===== src/rtl/alu_snm_pkg.sv =====
package alu_snm_pkg;

   typedef enum logic [2:0] {
      OP_IDLE   = 3'b000,
      OP_SUB    = 3'b001,
      OP_SUBB_W = 3'b010,
      OP_SUBB_F = 3'b011,
      OP_NEG    = 3'b100,
      OP_MUL    = 3'b101,
      OP_RSV6   = 3'b110,
      OP_RSV7   = 3'b111
   } op_e;

   localparam int FLG_C  = 0;
   localparam int FLG_DC = 1;
   localparam int FLG_Z  = 2;
   localparam int FLG_OV = 3;
   localparam int FLG_N  = 4;
   localparam int NUM_FLAGS = 5;

endpackage


===== src/rtl/alu_snm_sub.sv =====
// Inverted-borrow subtractor a - b - !cin, built as a + ~b + cin,
// split at the nibble boundary to expose the half carry.
module alu_snm_sub #(
   parameter int W = 8,
   parameter int H = W / 2
) (
   input  logic [W-1:0] a_i,
   input  logic [W-1:0] b_i,
   input  logic         cin_i,
   output logic [W-1:0] res_o,
   output logic         cout_o,
   output logic         hcout_o,
   output logic         ovf_o
);
   localparam int HW = W - H;

   logic [H:0]  lo_sum;
   logic [HW:0] hi_sum;
   logic [W-1:0] b_inv;

   always_comb begin
      b_inv   = ~b_i;
      lo_sum  = {1'b0, a_i[H-1:0]} + {1'b0, b_inv[H-1:0]} + {{H{1'b0}}, cin_i};
      hi_sum  = {1'b0, a_i[W-1:H]} + {1'b0, b_inv[W-1:H]} + {{HW{1'b0}}, lo_sum[H]};
      res_o   = {hi_sum[HW-1:0], lo_sum[H-1:0]};
      cout_o  = hi_sum[HW];
      hcout_o = lo_sum[H];
      ovf_o   = (a_i[W-1] != b_i[W-1]) && (res_o[W-1] != a_i[W-1]);
   end

   // equal operands with no incoming borrow never borrow
   always_comb begin
      if (cin_i && (a_i == b_i))
         assert_equal_no_borrow_R6: assert (cout_o && hcout_o && (res_o == '0));
   end

endmodule


===== src/rtl/alu_snm_mul.sv =====
// Unsigned W x W multiplier; USE_ARRAY selects a shift-add array
// instead of the inferred operator.
module alu_snm_mul #(
   parameter int W = 8,
   parameter bit USE_ARRAY = 1'b1
) (
   input  logic [W-1:0]   a_i,
   input  logic [W-1:0]   b_i,
   output logic [2*W-1:0] p_o
);
   localparam int PW = 2 * W;

   generate
      if (USE_ARRAY) begin : g_array
         logic [PW-1:0] pp [W];
         for (genvar i = 0; i < W; i++) begin : g_pp
            assign pp[i] = b_i[i] ? ({{W{1'b0}}, a_i} << i) : '0;
         end
         always_comb begin
            p_o = '0;
            for (int k = 0; k < W; k++) p_o = p_o + pp[k];
         end
      end else begin : g_oper
         assign p_o = {{W{1'b0}}, a_i} * {{W{1'b0}}, b_i};
      end
   endgenerate

   // parity of the product's low bit follows the operands' low bits
   always_comb begin
      assert_mul_lsb_R8: assert (p_o[0] == (a_i[0] & b_i[0]));
   end

endmodule


===== src/rtl/alu_snm_unit.sv =====
module alu_snm_unit
   import alu_snm_pkg::*;
#(
   parameter int W = 8,
   parameter int HALF_BIT = W / 2,
   parameter bit MUL_ARRAY = 1'b1
) (
   input  logic           clk,
   input  logic           rst_n,
   input  logic [2:0]     op_i,
   input  logic [W-1:0]   acc_i,
   input  logic [W-1:0]   opnd_i,
   input  logic           carry_i,
   output logic [W-1:0]   result_o,
   output logic [2*W-1:0] product_o,
   output logic           flag_n_o,
   output logic           flag_ov_o,
   output logic           flag_z_o,
   output logic           flag_dc_o,
   output logic           flag_c_o,
   output logic [4:0]     flag_upd_o
);
   localparam int PW = 2 * W;

   generate
      if (W < 4 || HALF_BIT < 1 || HALF_BIT >= W) begin : g_bad_cfg
         $error("alu_snm_unit: unsupported width or nibble split");
      end
   endgenerate

   op_e          op;
   logic [W-1:0] sub_a, sub_b;
   logic         sub_cin;
   logic         is_arith, is_mul;
   logic [W-1:0] sub_res;
   logic         sub_c, sub_dc, sub_ov;
   logic [PW-1:0] mul_p;

   always_comb begin
      op       = op_e'(op_i);
      sub_a    = opnd_i;
      sub_b    = acc_i;
      sub_cin  = 1'b1;
      is_arith = 1'b0;
      is_mul   = 1'b0;
      unique case (op)
         OP_SUB:    begin is_arith = 1'b1; end
         OP_SUBB_F: begin is_arith = 1'b1; sub_cin = carry_i; end
         OP_SUBB_W: begin is_arith = 1'b1; sub_a = acc_i; sub_b = opnd_i; sub_cin = carry_i; end
         OP_NEG:    begin is_arith = 1'b1; sub_a = '0; sub_b = opnd_i; end
         OP_MUL:    begin is_mul = 1'b1; end
         default:   begin end
      endcase
   end

   alu_snm_sub #(.W(W), .H(HALF_BIT)) u_sub (
      .a_i    (sub_a),
      .b_i    (sub_b),
      .cin_i  (sub_cin),
      .res_o  (sub_res),
      .cout_o (sub_c),
      .hcout_o(sub_dc),
      .ovf_o  (sub_ov)
   );

   alu_snm_mul #(.W(W), .USE_ARRAY(MUL_ARRAY)) u_mul (
      .a_i(acc_i),
      .b_i(opnd_i),
      .p_o(mul_p)
   );

   always_ff @(posedge clk) begin
      if (!rst_n) begin
         result_o   <= '0;
         product_o  <= '0;
         flag_n_o   <= 1'b0;
         flag_ov_o  <= 1'b0;
         flag_z_o   <= 1'b0;
         flag_dc_o  <= 1'b0;
         flag_c_o   <= 1'b0;
         flag_upd_o <= '0;
      end else begin
         flag_upd_o <= is_arith ? {NUM_FLAGS{1'b1}} : '0;
         if (is_arith) begin
            result_o  <= sub_res;
            flag_n_o  <= sub_res[W-1];
            flag_ov_o <= sub_ov;
            flag_z_o  <= (sub_res == '0);
            flag_dc_o <= sub_dc;
            flag_c_o  <= sub_c;
         end
         if (is_mul) product_o <= mul_p;
      end
   end

   // the product register moves only on a multiply
   assert_prod_only_mul_R8: assert property (@(posedge clk) disable iff (!rst_n)
      !is_mul |=> $stable(product_o));

   // a multiply leaves result and flags untouched
   assert_mul_keeps_flags_R8: assert property (@(posedge clk) disable iff (!rst_n)
      is_mul |=> ($stable(result_o) && $stable(flag_c_o) && $stable(flag_z_o) && flag_upd_o == '0));

   // idle codes change nothing visible
   assert_idle_holds_R10: assert property (@(posedge clk) disable iff (!rst_n)
      (!is_arith && !is_mul) |=> ($stable(result_o) && $stable(product_o) && flag_upd_o == '0));

   // arithmetic ops mark every flag as defined
   assert_arith_upd_R9: assert property (@(posedge clk) disable iff (!rst_n)
      is_arith |=> ($countones(flag_upd_o) == NUM_FLAGS));

   // zero and negative flags are mutually exclusive after arithmetic
   assert_zn_exclusive_R7: assert property (@(posedge clk) disable iff (!rst_n)
      is_arith |=> !(flag_z_o && flag_n_o));

endmodule


===== config.mk =====
export PLATFORM = sky130hd
export DESIGN_NAME = alu_snm_unit
export DESIGN_NICKNAME = d
export VERILOG_FILES = /design/src/rtl/alu_snm_pkg.sv /design/src/rtl/alu_snm_sub.sv /design/src/rtl/alu_snm_mul.sv /design/src/rtl/alu_snm_unit.sv
export SDC_FILE = /design/constraint.sdc
export NUM_CORES = 1
export LEC_CHECK = 0
export CAP_MARGIN = 5
export CORE_MARGIN = 2
export CORE_UTILIZATION = 39
export DETAILED_ROUTE_END_ITERATION = 8
export PLACE_DENSITY = 0.67
export SLEW_MARGIN = 5
export SYNTH_ARGS = -nofsm -noshare
export SYNTH_HDL_FRONTEND = slang
export SYNTH_SLANG_ARGS = --single-unit

===== constraint.sdc =====
create_clock -name clk -period 10.33 [get_ports clk]
set_clock_uncertainty 0.2 [all_clocks]
set_input_delay 2.066 -clock clk [delete_from_list [all_inputs] [get_ports clk]]
set_output_delay 2.066 -clock clk [all_outputs]
set_load 0.005 [all_outputs]

; Yosys cells after proc, flatten, opt, wreduce, memory -nomap -nowiden
; Index checks and enable logic that the tools add are counted.
[totals]
out_inout_bits = 34
reg_bits = 34
word_cells = 46
inputBits = 22
[op_classes]
bitwise_logic = 1
n_eq_ne = 7
mux = 14
addsub = 11
n_reduce_logical = 5
[op_table]
columns = cell, n
row1 = 16-bit adder, 2
row2 = 16-bit by 11-bit adder with 16-bit output, 1
row3 = 16-bit by 12-bit adder with 16-bit output, 1
row4 = 16-bit by 13-bit adder with 16-bit output, 1
row5 = 16-bit by 14-bit adder with 16-bit output, 1
row6 = 16-bit by 15-bit adder with 16-bit output, 1
row7 = 8-bit two-way mux, 2
row8 = 8-bit one-hot mux with 2 select lines, 1
row9 = 15-bit two-way mux, 1
row10 = 14-bit two-way mux, 1
row11 = 13-bit two-way mux, 1
row12 = 12-bit two-way mux, 1
row13 = 11-bit two-way mux, 1
row14 = 4-bit by 4-bit adder with 5-bit output, 2
row15 = 5-bit by 1-bit adder with 5-bit output, 2
row16 = 10-bit two-way mux, 1
row17 = 9-bit two-way mux, 1
row18 = 8-bit logical NOT, 1
row19 = 8-bit NOT, 1
row20 = "3-bit by 2-bit == test with 1-bit output, second input constant", 2
row21 = "3-bit == test, second input constant", 2
row22 = 5-bit two-way mux, 1
row23 = 2-bit OR reduction, 2
row24 = 4-bit OR reduction, 1
row25 = other kinds (4), 7

; Depth between registers and ports, before layout
; Gate-level depths: netlist (run 1).
[logic_depth]
ltp_word = 9
mapped_depth = 16
mapped_depth_nobuf = 15

; By module
; From an unflattened synthesis (run 1), not the netlist that was laid out.
[unflattened]
hier_cells = 456
hier_area_um2 = 3848.7
[by_module_without_submodules]
columns = mod, cells_each, seq_area_each_um2, instances, area_each_um2
row1 = alu_snm_mul, 225, 0.0, 1, 1958.1
row2 = alu_snm_unit, 188, 580.6, 1, 1545.2
row3 = alu_snm_sub, 43, 0.0, 1, 345.3

; Worst setup path before layout (run 1)
; OpenSTA, ideal clock, no wires.
[synth_timing]
path_type = input port to flip-flop
startpoint = input acc_i[2]
endpoint = register product_o[15]
arrival_ns = 5.932
required_ns = 10.035
stages = 16
setup_time_ns = 0.095
setup_slack_ns = 4.102
n_path_buf = 1
path_cell_list = clkbuf_1 -> and2_1 -> fa_1 -> inv_1 -> fa_1 -> inv_1 -> fa_1 -> inv_1 -> fa_1 -> inv_1 -> ha_1 -> a21o_1 -> a221oi_2 -> o211a_1 -> o2111ai_1 -> o311ai_1
[synth_via]
elab_chain_len = 8
word_cells_on_any_way = 15
classes_between = add/sub: 7 / mux: 8
[synth_rtl]
columns = item, line_no
row1 = start: declaration, alu_snm_unit.sv:11  ; input logic [W-1:0] acc_i,
row2 = 8-bit two-way mux or 9-bit two-way mux (tied branches), alu_snm_mul.sv:17  ; assign pp[i] = b_i[i] ? ({{W{1'b0}}, a_i} << i) : '0;
row3 = 16-bit adder (2 in series), alu_snm_mul.sv:21  ; for (int k = 0; k < W; k++) p_o = p_o + pp[k];
row4 = 16-bit by 11-bit adder with 16-bit output, alu_snm_mul.sv:21
row5 = 16-bit by 12-bit adder with 16-bit output, alu_snm_mul.sv:21
row6 = 16-bit by 13-bit adder with 16-bit output, alu_snm_mul.sv:21
row7 = 16-bit by 14-bit adder with 16-bit output, alu_snm_mul.sv:21
row8 = 16-bit by 15-bit adder with 16-bit output *, alu_snm_mul.sv:21
row9 = end signal: assignment, alu_snm_unit.sv:92  ; if (is_mul) product_o <= mul_p;
row10 = end: declaration, alu_snm_unit.sv:15  ; output logic [2*W-1:0] product_o,
; Mark *: on every way between the ends. The rest lies on a longest branch, timed or not.
; A chain may end at the register's enable or synchronous reset.

; Final worst setup path (run 1)
[layout_timing]
startpoint = input opnd_i[6]
endpoint = register product_o[15]
[layout_via]
elab_chain_len = 3
[layout_rtl]
columns = item, line_no
row1 = start: declaration, alu_snm_unit.sv:12  ; input logic [W-1:0] opnd_i,
row2 = 14-bit two-way mux, alu_snm_mul.sv:17
row3 = 16-bit by 14-bit adder with 16-bit output, alu_snm_mul.sv:21
row4 = 16-bit by 15-bit adder with 16-bit output, alu_snm_mul.sv:21
; No other way between the ends.

==> run metrics, run 1 <==
status finished clean; DR WL/cell 14.4 µm; Clk Latency, worst-skew pair 0.27 ns; Buffers on Ports 55; critical path class in -> reg; Hold WC Path Type reg -> reg; Most used DFF post-synth dfxtp_1; hold slack 0.265 ns; die extent in x 102 µm; H-tree levels 2; Placer Congestion 0.872; filler instances 908; fin nets 561; Power Dens Cells 138 nW/µm²; fin. max-slew vios 0; TNS Setup 0 ns; Leak 1.97 nW; Initial DRC Count 103; Tcrit/Tclk final 65.1%; crit start category input port; Critical Path Fanout Max 11; final worst slack 3.60 ns; CTS tree yes; Residual DRC 0; Pre-antenna DRT Iters 4; Post-Synthesis Cells 426; Post-CTS Setup Bufs 0; Die ar. 10300 µm²; CTS Buffer Depth 2; RSZ-0062 raised after global routing false; Antenna Nets Post-Route 0; Post-Syn Area 3720 µm²; Synth async-reset ratio 0%; io pins 56; Final Hold Fails 0; share of the synthesized area in the top cell type 22.6%; Final Critical Period 6.73 ns; Worst EP arrival 6.70 ns; CTS root buffer clkbuf_8; clk sinks 29; Crit path required time 10.30 ns; worst slack, placed 3.40 ns; Area Growth Syn to Fin 17.5%; # hold bufs at CTS 0; Peak Freq 149 MHz; Worst Setup End Kind register; Post-synth EDFFs 0; Slew HR 38.3%; Num CTS Buffers 5; Max-Cap Viols 0; largest cells by area after synthesis fa_1, dfxtp_1, ha_1, and2_1, nand2_1; pin count of the biggest net entering global routing 36; vias per std cell 5.08; gr usage total 18.1%; Max IR drop VDD 65.5 µV; standard-cell rows 35; Routed WL 8.46 mm; Seq cells post-synth 29; Cells after DPL 582; Synth area leader fa_1; first-pass GRT wire length 14.9 mm; Detailed Place HPWL 6.75 mm; core area 9240 µm²; synth unique cells 45; Mean Syn Cell Area 8.73 µm²; Starting Density 40.3%; count leader, synth nand2_1; list of most frequent post-synthesis cells nand2_1, and2_1, inv_1; Setup-failing EPs final 0; Synthesized Nets 527; CTS resizes 0; DR vias 2990; n_diodes 0; initial antenna violation count 0; non-filler cells, final 589; post-synthesis sequential area ratio 15.6%; Worst-Margin Slew 0.922 ns; GRT overflow 0; yosys warns 0; die height 102 µm; flop2flop setup slack 9.41 ns; vias in the first global route 3073; clock slew seen by the registers of the worst setup and hold paths 0.06 ns; layout cells sized above 1 3.26%
==> flip-flops by register name (all words and copies together), names as in the netlist <==
register    flops
result_o        8
flag_c_o        1
flag_dc_o       1
flag_z_o        1
product_o      16
flag_upd_o      1
flag_ov_o       1
==> power breakdown <==
group	internal [W]	leakage, nW	switching (W)
Clock	0.0000526	0.0443	0.0000373
Sequential	0.000126	0.237	0.00000723
Combinational	0.000176	1.68	0.000204
Total	0.000354	1.97	0.000248
==> logic make-up after synthesis <==
logic type	count (synthesis)	synth area share [%]
and+or+nand+nor	148	20.8
adders and majority gates	79	35.0
buffers and inverters	72	8.54
AOI/OAI and AO/OA	71	12.7
DFF	29	15.6
muxes	14	3.80
xor gates and xnor gates	13	3.56
==> cells in the final DEF (no fill, tap or decap), drive strengths merged, types with 13 or more instances in the layout <==
cell | synthesis | final
inv | 43 | 43
and2 | 49 | 49
clkdlybuf4s50 | 0 | 55
ha | 37 | 37
o21ai | 15 | 15
nand2 | 51 | 51
dfxtp | 29 | 29
mux2i | 13 | 13
a21oi | 23 | 23
fa | 42 | 42
nor2b | 15 | 15
==> metal layers <==
metal	wire (µm)	share of wire, %	GRT usage [%]
met1	3850	46	23.9
met2	4060	48	30.6
met3	352	4.2	3.59
met4	188	2.2	4.47
met5	0	0	0
==> worst max-delay path, cell delays in order <==
cell,delay (ns)
clkdlybuf4s50_1,0.62
and2_1,0.29
fa_1,0.52
inv_1,0.06
fa_1,0.53
inv_1,0.05
fa_1,0.53
inv_1,0.05
fa_1,0.52
inv_1,0.04
ha_1,0.34
a21o_1,0.22
a221oi_2,0.37
o211a_1,0.23
o2111ai_1,0.11
o311ai_1,0.13
==> path summary, 6_finish.rpt <==
kind                                           startpoint                          to  cells after the start
worst max-delay path                            opnd_i[6]  product_o[15]$_SDFFE_PN0N_                     16
worst min-delay path            product_o[5]$_SDFFE_PN0N_   product_o[5]$_SDFFE_PN0N_                      2
worst max register to register  product_o[8]$_SDFFE_PN0N_   product_o[8]$_SDFFE_PN0N_                      3
worst min register to register  product_o[5]$_SDFFE_PN0N_   product_o[5]$_SDFFE_PN0N_                      2
==> cell type report <==
class | instances | area (µm²) | share of cell area (%)
multi-input cells | 325 | 2820 | 64.6
well taps | 129 | 161 | 3.69
flip-flops and latches | 29 | 581 | 13.3
clock buffers | 7 | 86.3 | 1.98
inverters | 43 | 161 | 3.69
repair buffers | 56 | 558 | 12.8
==> per-stage QoR <==
| stage | util, % | power, W | instance area (µm²) |
|---|---|---|---|
| after floorplan | - | 0.000410 | 3720 |
| after global placement | 46.4 | 0.000512 | 4280 |
| after detailed placement | 46.4 | 0.000518 | 4280 |
| after CTS | 47.3 | 0.000609 | 4370 |
| after global routing | 47.3 | 0.000673 | 4370 |
| final | 47.3 | 0.000602 | 4370 |
(Power assumes the default switching activity.)
==> inputs of run 2 (changes only) <==
==> constraint.sdc (replaced) <==
create_clock -name clk -period 6.6 [get_ports clk]
set_clock_uncertainty 0.2 [all_clocks]
set_input_delay 1.32 -clock clk [delete_from_list [all_inputs] [get_ports clk]]
set_output_delay 1.32 -clock clk [all_outputs]
set_load 0.005 [all_outputs]
==> run 2 against run 1 <==
Compared with the run above:
- power rose by 60%
- highest routed layer unchanged
- critical path depth did not move
- register-to-register slack got worse by 3.7 ns
- first-iteration DRC count is 9.7% higher
- setup slack lost 2.9 ns
- cell area grew 1.0%
- clock power increased by 78%
- count of clock-buffer cells in the layout unchanged
==> run metrics, run 2 (synthesized netlist as in run 1, its figures left out) <==
DR vias 3052 (was 2990); Initial DRC Count 113 (was 103); flop2flop setup slack 5.68 ns (was 9.41 ns); Area Growth Syn to Fin 18.7% (was 17.5%); Peak Freq 168 MHz; Max IR drop VDD 101 µV (was 65.5 µV); FF-to-FF End product_o[8]$_SDFFE_PN0N_ (unchanged); initial antenna violation count 0 (unchanged); TNS Setup 0 ns (unchanged); Final Critical Period 5.94 ns; crit start category input port (unchanged); # hold bufs at CTS 0 (unchanged); Pwr Total 0.000966 W (was 0.000602 W); Worst-Margin Slew 0.927 ns (was 0.922 ns); filler instances 896 (was 908); fin nets 565 (was 561); Clk Latency, worst-skew pair 0.28 ns (was 0.27 ns); GRT overflow 0 (unchanged); Tcrit/Tclk final 90.0%; commonest non-fill, non-tap cell in the layout clkdlybuf4s50_1 (unchanged); status finished clean (unchanged); Hold WC Path Type reg -> reg (unchanged); pin count of the biggest net entering global routing 36 (unchanged); CTS resizes 0 (unchanged); launching point of the worst reg2reg path product_o[8]$_SDFFE_PN0N_ (unchanged); Final Hold Fails 0 (unchanged); Die ar. 10300 µm² (unchanged); die extent in x 102 µm (unchanged); standard-cell rows 35 (unchanged); Hold EP product_o[5]$_SDFFE_PN0N_ (unchanged); CTS root buffer clkbuf_8 (unchanged); clock slew seen by the registers of the worst setup and hold paths 0.06 ns (about the same); Power Dens Cells 219 nW/µm² (was 138 nW/µm²); Hold Crit Depth 2 (unchanged); most frequent cells in the layout clkdlybuf4s50_1, nand2_1, and2_1, inv_1, fa_1 (unchanged); io pins 56 (unchanged); top flop regs product_o (16), result_o (8) (unchanged); RSZ-0062 raised after global routing false (unchanged); DR WL/cell 14.2 µm (was 14.4 µm); CTS Buffer Depth 2 (unchanged); fin. max-slew vios 0 (unchanged); Residual DRC 0 (unchanged); H-tree levels 2 (unchanged); first-pass GRT wire length 14.6 mm (was 14.9 mm); Crit path required time 6.58 ns (was 10.30 ns); grt met1 use 22.9% (was 23.9%); Starting Density 40.3% (unchanged); Worst Min Path Start product_o[5]$_SDFFE_PN0N_ (unchanged); Antenna Nets Post-Route 0 (unchanged); most used routing layer met2 (unchanged); Pre-antenna DRT Iters 4 (unchanged); n_diodes 0 (unchanged); Buffers on Ports 55 (unchanged); Placer Congestion 0.896 (was 0.872); hold slack 0.266 ns (was 0.265 ns); Slew HR 37.9% (was 38.3%); clk sinks 29 (unchanged); Biggest register product_o (unchanged); Critical Path Fanout Max 10 (was 11); Worst EP arrival 5.92 ns (was 6.70 ns); worst slack, placed 0.412 ns (was 3.40 ns); vias in the first global route 3173 (was 3073); vias per std cell 5.14 (was 5.08); R2R depth 3 (unchanged); CTS tree yes (unchanged); GR Layer Usage met2 29.8% (was 30.6%); Leak 2.00 nW (was 1.97 nW); Setup-failing EPs final 0 (unchanged); met3 Use GR 4.21% (was 3.59%); max reg flops 16 (unchanged); Max-Cap Viols 0 (unchanged); layout cells sized above 1 4.52% (was 3.26%); Post-CTS Setup Bufs 0 (unchanged); gr usage total 17.8% (was 18.1%); Routed WL 8.44 mm (was 8.46 mm); core area 9240 µm² (unchanged); Detailed Place HPWL 6.82 mm (was 6.75 mm); critical path class in -> reg (unchanged); Num CTS Buffers 5 (unchanged); final worst slack 0.660 ns (was 3.60 ns); Worst Setup End Kind register (unchanged); die height 102 µm (unchanged)
[run 2: worst max-delay path by stage]
stage,startpoint,to,slack (ns),depth (start not counted)
floorplan,acc_i[2],product_o[15]$_SDFFE_PN0N_,1.12,16
global placement,acc_i[2],product_o[15]$_SDFFE_PN0N_,0.45,16
detailed placement,acc_i[2],product_o[15]$_SDFFE_PN0N_,0.41,16
CTS,acc_i[2],product_o[15]$_SDFFE_PN0N_,0.69,16
global route,acc_i[2],product_o[15]$_SDFFE_PN0N_,0.42,16
finish,acc_i[2],product_o[15]$_SDFFE_PN0N_,0.66,16
[run 2: power breakdown]
part	internal [W]	switching, W	total [W]
Sequential	0.000196	0.0000108	0.000207
Clock	0.0000940	0.0000662	0.000160
Combinational	0.000278	0.000321	0.000598
[run 2: critical path, stage by stage]
cell and delay (ns):
clkdlybuf4s50_1 0.59, and2_1 0.28, fa_1 0.54, inv_1 0.06
fa_1 0.53, inv_1 0.05, fa_1 0.53, inv_1 0.05
fa_1 0.53, inv_1 0.04, ha_1 0.35, a21o_1 0.22
a221oi_2 0.37, o211a_1 0.24, o2111ai_1 0.10, o311ai_1 0.12
[run 2: per-stage QoR]
step           util (%)  instance area [µm²]  std cells
3_5_place_dp       46.7                 4310        586
3_3_place_gp       46.7                 4310        586
5_1_grt            47.8                 4420        594
2_1_floorplan         -                 3720        426
4_1_cts            47.8                 4420        594
6_report           47.8                 4420        594
[run 2: final cells by class]
class | count | area, µm² | share of cell area [%]
clock buffer | 7 | 96.3 | 2.18
multi-input combinational | 325 | 2820 | 63.9
tap | 129 | 161 | 3.66
inverter | 43 | 161 | 3.66
sequential | 29 | 581 | 13.1
clock inverter | 1 | 5.00 | 0.113
timing repair buffer | 60 | 588 | 13.3
[run 2: metal layers]
layer / vias up / share of wire (%)
met5: - / 0
met3: 18 / 6.2
li1: 1452 / -
met1: 1491 / 43
met2: 91 / 49
met4: 0 / 2.3
